===== config.mk =====
export PLATFORM = sky130hd
export DESIGN_NAME = host_irq_coalescer
export DESIGN_NICKNAME = d
export VERILOG_FILES = /design/src/rtl/hic_pkg.sv /design/src/rtl/hic_tick_gen.sv /design/src/rtl/hic_coalesce_timer.sv /design/src/rtl/hic_periodic.sv /design/src/rtl/host_irq_coalescer.sv
export SDC_FILE = /design/constraint.sdc
export NUM_CORES = 1
export LEC_CHECK = 0
export CAP_MARGIN = 20
export CORE_MARGIN = 10
export CORE_UTILIZATION = 54
export CTS_CLUSTER_SIZE = 14
export DETAILED_ROUTE_END_ITERATION = 8
export GPL_TIMING_DRIVEN = 0
export PLACE_DENSITY = 0.9
export SYNTH_ARGS = -nofsm -noshare
export SYNTH_HDL_FRONTEND = slang
export SYNTH_SLANG_ARGS = --single-unit

===== constraint.sdc =====
create_clock -name clk -period 3.26 [get_ports clk]
set_input_delay 0.652 -clock clk [delete_from_list [all_inputs] [get_ports clk]]
set_output_delay 0.652 -clock clk [all_outputs]
set_load 0.05 [all_outputs]

===== src/rtl/hic_pkg.sv =====
package hic_pkg;
  // Register word indices on the 2-bit bus address
  localparam logic [1:0] WORD_STATUS = 2'd0;
  localparam logic [1:0] WORD_ENABLE = 2'd1;
  localparam logic [1:0] WORD_TIMING = 2'd2;
  localparam logic [1:0] WORD_SPARE  = 2'd3;

  // Status bit positions with internal sources
  localparam int unsigned BIT_RX_DMA   = 31;  // also set by the bypass input
  localparam int unsigned BIT_PERIODIC = 28;  // periodic receive cause
endpackage


===== src/rtl/hic_tick_gen.sv =====
// Divides clk into one-cycle tick pulses; restart realigns the phase.
module hic_tick_gen #(
  parameter int unsigned TICK_CYCLES = 2048
) (
  input  logic clk,
  input  logic rst_n,
  input  logic restart,
  output logic tick
);
  localparam int unsigned PW = (TICK_CYCLES > 1) ? $clog2(TICK_CYCLES) : 1;
  localparam logic [PW-1:0] LAST = PW'(TICK_CYCLES - 1);

  logic [PW-1:0] cnt_q, cnt_n;

  always_comb begin
    if (restart || cnt_q == LAST) cnt_n = '0;
    else                          cnt_n = cnt_q + 1'b1;
  end

  always_ff @(posedge clk or negedge rst_n) begin
    if (!rst_n) cnt_q <= '0;
    else        cnt_q <= cnt_n;
  end

  assign tick = (cnt_q == LAST);
endmodule


===== src/rtl/hic_coalesce_timer.sv =====
// Arms on the first pending cause, counts down in ticks, then latches expiry
// until nothing is pending.
module hic_coalesce_timer #(
  parameter int unsigned TW = 8
) (
  input  logic          clk,
  input  logic          rst_n,
  input  logic          pending,
  input  logic [TW-1:0] coal_val,
  input  logic          tick,
  output logic          load,
  output logic          expired
);
  logic          armed_q, armed_n;
  logic          exp_q, exp_n;
  logic [TW-1:0] cnt_q, cnt_n;

  assign load = pending && !armed_q && !exp_q;

  always_comb begin
    armed_n = armed_q;
    exp_n   = exp_q;
    cnt_n   = cnt_q;
    if (!pending) begin
      armed_n = 1'b0;
      exp_n   = 1'b0;
      cnt_n   = '0;
    end else if (load) begin
      if (coal_val == '0) exp_n = 1'b1;
      else begin
        armed_n = 1'b1;
        cnt_n   = coal_val;
      end
    end else if (armed_q && tick) begin
      if (cnt_q == TW'(1)) begin
        armed_n = 1'b0;
        exp_n   = 1'b1;
      end else begin
        cnt_n = cnt_q - 1'b1;
      end
    end
  end

  always_ff @(posedge clk or negedge rst_n) begin
    if (!rst_n) begin
      armed_q <= 1'b0;
      exp_q   <= 1'b0;
      cnt_q   <= '0;
    end else begin
      armed_q <= armed_n;
      exp_q   <= exp_n;
      cnt_q   <= cnt_n;
    end
  end

  assign expired = exp_q;
endmodule


===== src/rtl/hic_periodic.sv =====
// Fires one pulse every 'period' ticks; period 0 holds it idle.
module hic_periodic #(
  parameter int unsigned TW = 8
) (
  input  logic          clk,
  input  logic          rst_n,
  input  logic [TW-1:0] period,
  input  logic          tick,
  output logic          fire
);
  logic [TW-1:0] cnt_q, cnt_n;
  logic          enabled, at_end;

  assign enabled = (period != '0);
  assign at_end  = (cnt_q >= period - 1'b1);
  assign fire    = enabled && tick && at_end;

  always_comb begin
    cnt_n = cnt_q;
    if (!enabled)   cnt_n = '0;
    else if (tick)  cnt_n = at_end ? '0 : cnt_q + 1'b1;
  end

  always_ff @(posedge clk or negedge rst_n) begin
    if (!rst_n) cnt_q <= '0;
    else        cnt_q <= cnt_n;
  end
endmodule


===== src/rtl/host_irq_coalescer.sv =====
// rst_n is assumed asserted asynchronously and released synchronously upstream.
module host_irq_coalescer
  import hic_pkg::*;
#(
  parameter int unsigned    TICK_CYCLES = 2048,
  parameter int unsigned    DATA_W      = 32,
  parameter int unsigned    TW          = 8,
  parameter logic [TW-1:0]  COAL_RESET  = 8'h40
) (
  input  logic              clk,
  input  logic              rst_n,
  input  logic              bus_wr,
  input  logic [1:0]        bus_addr,
  input  logic [DATA_W-1:0] bus_wdata,
  output logic [DATA_W-1:0] bus_rdata,
  input  logic [DATA_W-1:0] evt_in,
  input  logic              hp_rx,
  output logic              irq_out
);
  localparam int unsigned PAD_W = DATA_W - 2 * TW;

  logic [DATA_W-1:0] status_q, status_n;
  logic [DATA_W-1:0] mask_q, mask_n;
  logic [TW-1:0]     coal_q, coal_n;
  logic [TW-1:0]     per_q, per_n;
  logic              hp_q, hp_n;

  logic [DATA_W-1:0] clr_bits, set_bits;
  logic              wr_status, wr_enable, wr_timing;
  logic              pending, coal_load, coal_tick, coal_expired;
  logic              per_tick, per_fire, bypass;

  assign wr_status = bus_wr && (bus_addr == WORD_STATUS);
  assign wr_enable = bus_wr && (bus_addr == WORD_ENABLE);
  assign wr_timing = bus_wr && (bus_addr == WORD_TIMING);

  always_comb begin
    set_bits               = evt_in;
    set_bits[BIT_RX_DMA]   = evt_in[BIT_RX_DMA] | hp_rx;
    set_bits[BIT_PERIODIC] = evt_in[BIT_PERIODIC] | per_fire;
    clr_bits               = wr_status ? bus_wdata : '0;
    status_n               = (status_q & ~clr_bits) | set_bits;  // events win
    mask_n                 = wr_enable ? bus_wdata : mask_q;
    coal_n                 = wr_timing ? bus_wdata[TW-1:0] : coal_q;
    per_n                  = wr_timing ? bus_wdata[2*TW-1:TW] : per_q;
    hp_n                   = hp_rx | (hp_q & status_n[BIT_RX_DMA]);
  end

  always_ff @(posedge clk or negedge rst_n) begin
    if (!rst_n) begin
      status_q <= '0;
      mask_q   <= '0;
      coal_q   <= COAL_RESET;
      per_q    <= '0;
      hp_q     <= 1'b0;
    end else begin
      status_q <= status_n;
      mask_q   <= mask_n;
      coal_q   <= coal_n;
      per_q    <= per_n;
      hp_q     <= hp_n;
    end
  end

  always_comb begin
    case (bus_addr)
      WORD_STATUS: bus_rdata = status_q;
      WORD_ENABLE: bus_rdata = mask_q;
      WORD_TIMING: bus_rdata = {{PAD_W{1'b0}}, per_q, coal_q};
      default:     bus_rdata = '0;
    endcase
  end

  assign pending = |(status_q & mask_q);
  assign bypass  = hp_q & status_q[BIT_RX_DMA] & mask_q[BIT_RX_DMA];
  assign irq_out = pending & (coal_expired | bypass);

  hic_tick_gen #(.TICK_CYCLES(TICK_CYCLES)) i_coal_tick (
    .clk(clk), .rst_n(rst_n), .restart(coal_load), .tick(coal_tick)
  );

  hic_coalesce_timer #(.TW(TW)) i_coal (
    .clk(clk), .rst_n(rst_n), .pending(pending), .coal_val(coal_q),
    .tick(coal_tick), .load(coal_load), .expired(coal_expired)
  );

  hic_tick_gen #(.TICK_CYCLES(TICK_CYCLES)) i_per_tick (
    .clk(clk), .rst_n(rst_n), .restart(1'b0), .tick(per_tick)
  );

  hic_periodic #(.TW(TW)) i_per (
    .clk(clk), .rst_n(rst_n), .period(per_q), .tick(per_tick), .fire(per_fire)
  );
endmodule


==> key figures <==
Routing
  • Met3 WL: 1710 um
  • Post-route DRC: 0
  • Post-DRT Antenna Nets: 0
  • Drt total wl: 18900 um
  • Drt first pass iters: 9
  • Wire length per cell: 21.8 um
  • Met2 WL: 9430 um
  • DRT met1 WL: 6910 um
  • Routed vias: 5512
  • Max layer used: met4
  • Vias per cell: 6.35
  • DRT iter0 DRCs: 515

STA
  • Final setup viols: 0
  • Actual slew at the worst max-slew pin: 0.842 ns
  • RSZ-0062 raised after global routing: false
  • Slew Limit Fails: 0
  • Endpoints failing hold: 0
  • Final min period: 3.21 ns
  • Final period util: 98.6%
  • Hold slack: 0.0828 ns
  • Slew HR: 43.8%
  • Setup TNS: 0 ns
  • Max Clk Rate: 311 MHz
  • Worst clock skew: 0.0120 ns

Synthesis
  • Area leader, netlist: dfrtp_1
  • Mapped Area: 0.00620 mm^2
  • Most frequent cell after synthesis: dfrtp_1
  • Syn nets: 679
  • Synth top area share: 48.4%
  • Syn Area/Cell: 10.4 um^2
  • Async SR Flop Fraction: 100%
  • Count of state elements after synthesis: 121
  • Cells after Synth: 594
  • Sequential area share after synthesis: 48.8%
  • Largest cells by area after synthesis: dfrtp_1 48%, mux2_1 5.8%, mux2i_1 5.3%
  • Top_reg_cell synth: dfrtp_1
  • Yosys warnings: 0
  • Netlist cell types: 53
  • EDFF count, synth: 0
  • Post-synth top cells: 120 x dfrtp_1, 86 x nand2_1, 41 x nor2_1

Die
  • Row cnt: 39
  • Initial Util: 54.8%
  • Ports: 103
  • Core area: 0.0113 mm^2
  • Die Y: 127 um
  • Die ar.: 0.0162 mm^2
  • Chip width: 127 um

Clock tree
  • Clock root buffer: clkbuf_16
  • CTS tree: done
  • CTS buffer count: 17
  • Post CTS Setup Buffer Count: 0
  • Clk slew on worst S/H paths: 0.06 ns
  • H-Tree Level Count: 4
  • Later-pin clock latency in the skew report: 0.42 ns
  • Clock Sinks: 121
  • Maximum clock path buffer count: 2

Global route
  • All-layer global routing usage: 23.2%
  • Pin count of the biggest net entering global routing: 97
  • Initial antenna violation count: 0
  • First-pass GRT wire length: 30600 um
  • Vias in the first global route: 5888
  • Grt ovf: 0

Final layout
  • Share of cells above drive strength 1: 9.24%
  • Final Net Count: 797
  • # diodes: 0
  • Area growth, synth to finish: 30.1%
  • Post-route core utilization: 71.3%

Worst setup path
  • Cell family with most CP delay: buffers and inverters
  • CP peak stage delay: 0.59 ns
  • CP Launch Type: primary input
  • Buf/Inv on CP: 3
  • CP max-delay cell: dlygate4sd2_1
  • Worst-path maximum fanout: 10
  • Worst path required time: 2.61 ns
  • CP endpoint kind: output pin
  • Crit path DAT: 2.56 ns
  • Critical Setup Path Class: in -> out
  • Crit path cell chain: clkbuf_1 > buf_2 > mux2i_1 > o21ai_0 > dlygate4sd2_1

Job
  • Maxcap violations: 0

Pwr
  • PwrDens: 646 mW/mm^2
  • VDD IR max: 0.400 mV
  • Pleak: 0.00346 uW

Min path
  • Worst min path class: in -> async

Place
  • Final GP Congestion: 0.883
  • Port Buffer Count: 100
  • DP HPWL: 12900 um

Status
  • Status: complete, no violations
routing by layer:
layer  vias to the layer above  global-route usage (%)
li1                       2372                       -
met1                      2648                    25.3
met2                       391                    39.5
met3                       101                    7.07
met4                         0                    12.9
met5                         -                       0
metrics by stage:
step / instances / instance area, um^2 / setup WS, ns / total power (uW)
after floorplan: 594 / 6200 / 0.127 / 2700
after global routing: 868 / 8070 / 0.0149 / 5380
after detailed placement: 838 / 7410 / -0.400 / 3140
final: 868 / 8070 / 0.0459 / 5210
after global placement: 837 / 7380 / -2.95 / 3060
after CTS: 868 / 8030 / 0.0163 / 5180
layout make-up:
type	instances	area, um^2
buffer	24	110
clock buffer	23	458
clock inverter	9	173
fill	676	3250
inverter	10	37.5
multi-input combinational	437	3020
sequential	121	3030
tap	143	179
timing repair buffer	101	1060
layout by cell type (no fill, tap or decap), types with 11 or more instances in the layout:
cell type        Yosys  layout
clkbuf_16            0      17
dfrtp_1            120     120
xnor2_1             15      15
clkdlybuf4s50_1      0      77
a22oi_1             13      13
dlymetal6s2s_1       0      15
a21o_1              30      30
mux2i_1             33      33
ha_1                15      15
clkbuf_1            16      17
nand2_1             86      86
mux2_1              32      32
a211oi_1            11      11
o21ai_0             25      25
nor2_1              41      41
nand3_1             18      18
a21oi_1             15      15
mux2_2              16      16
sequential cells by signal, summed over array words and instances, names as in the netlist:
signal,flops
mask_q,32
status_q,32
i_coal_tick.cnt_q,11
i_per_tick.cnt_q,11
coal_q,8
i_coal.cnt_q,8
i_per.cnt_q,8
per_q,8
hp_q,1
i_coal.armed_q,1
i_coal.expired,1
logic make-up after synthesis:
kind of cell,after synthesis,synth area share [%]
simple gates,195,15.0
compound gates,124,13.6
flops,121,48.8
mux,81,14.0
buf+inv,36,2.46
xor+xnor,22,3.11
fa+ha+maj,15,3.03
worst register-to-register path, delay by kind of cell (launching register included):
family	cells	cell delay, ns
compound gates	3	0.64
xor+xnor	1	0.19
fa+ha+maj	1	0.27
buf+inv	1	0.19
flops	1	0.45
simple gates	4	1.17
path summary, 6_finish.rpt:
| path | cells past startpoint | slack (ns) | to | startpoint |
|---|---|---|---|---|
| worst max register to register | 10 | 0.28 | i_per.cnt_q[4] | per_q[5] |
| worst min-delay path | 1 | 0.08 | status_q[17] | rst_n |
| worst max-delay path | 5 | 0.05 | bus_rdata[1] | bus_addr[1] |
| max in group asynchronous | 2 | 2.43 | i_coal_tick.cnt_q[10] | rst_n |
| worst min register to register | 1 | 0.48 | i_per_tick.cnt_q[10] | i_per_tick.cnt_q[10] |
| min in group clk | 1 | 0.48 | i_per_tick.cnt_q[10] | i_per_tick.cnt_q[10] |
where the power goes:
part / internal (uW) / leakage, uW / switching [uW]
Sequential: 1730 / 0.00138 / 255
Combinational: 506 / 0.00177 / 682
Clock: 1370 / 0.000305 / 665
Total: 3610 / 0.00346 / 1600
what timing repair did:
| action | in CTS | in global routing |
|---|---|---|
| gates resized for setup | 9 | 17 |
| hold buffers | 0 | 0 |
| gates cloned | 0 | 0 |
| endpoints found under the setup margin | 23 | 17 |
No activity file was read; power rests on OpenSTA's default activity.
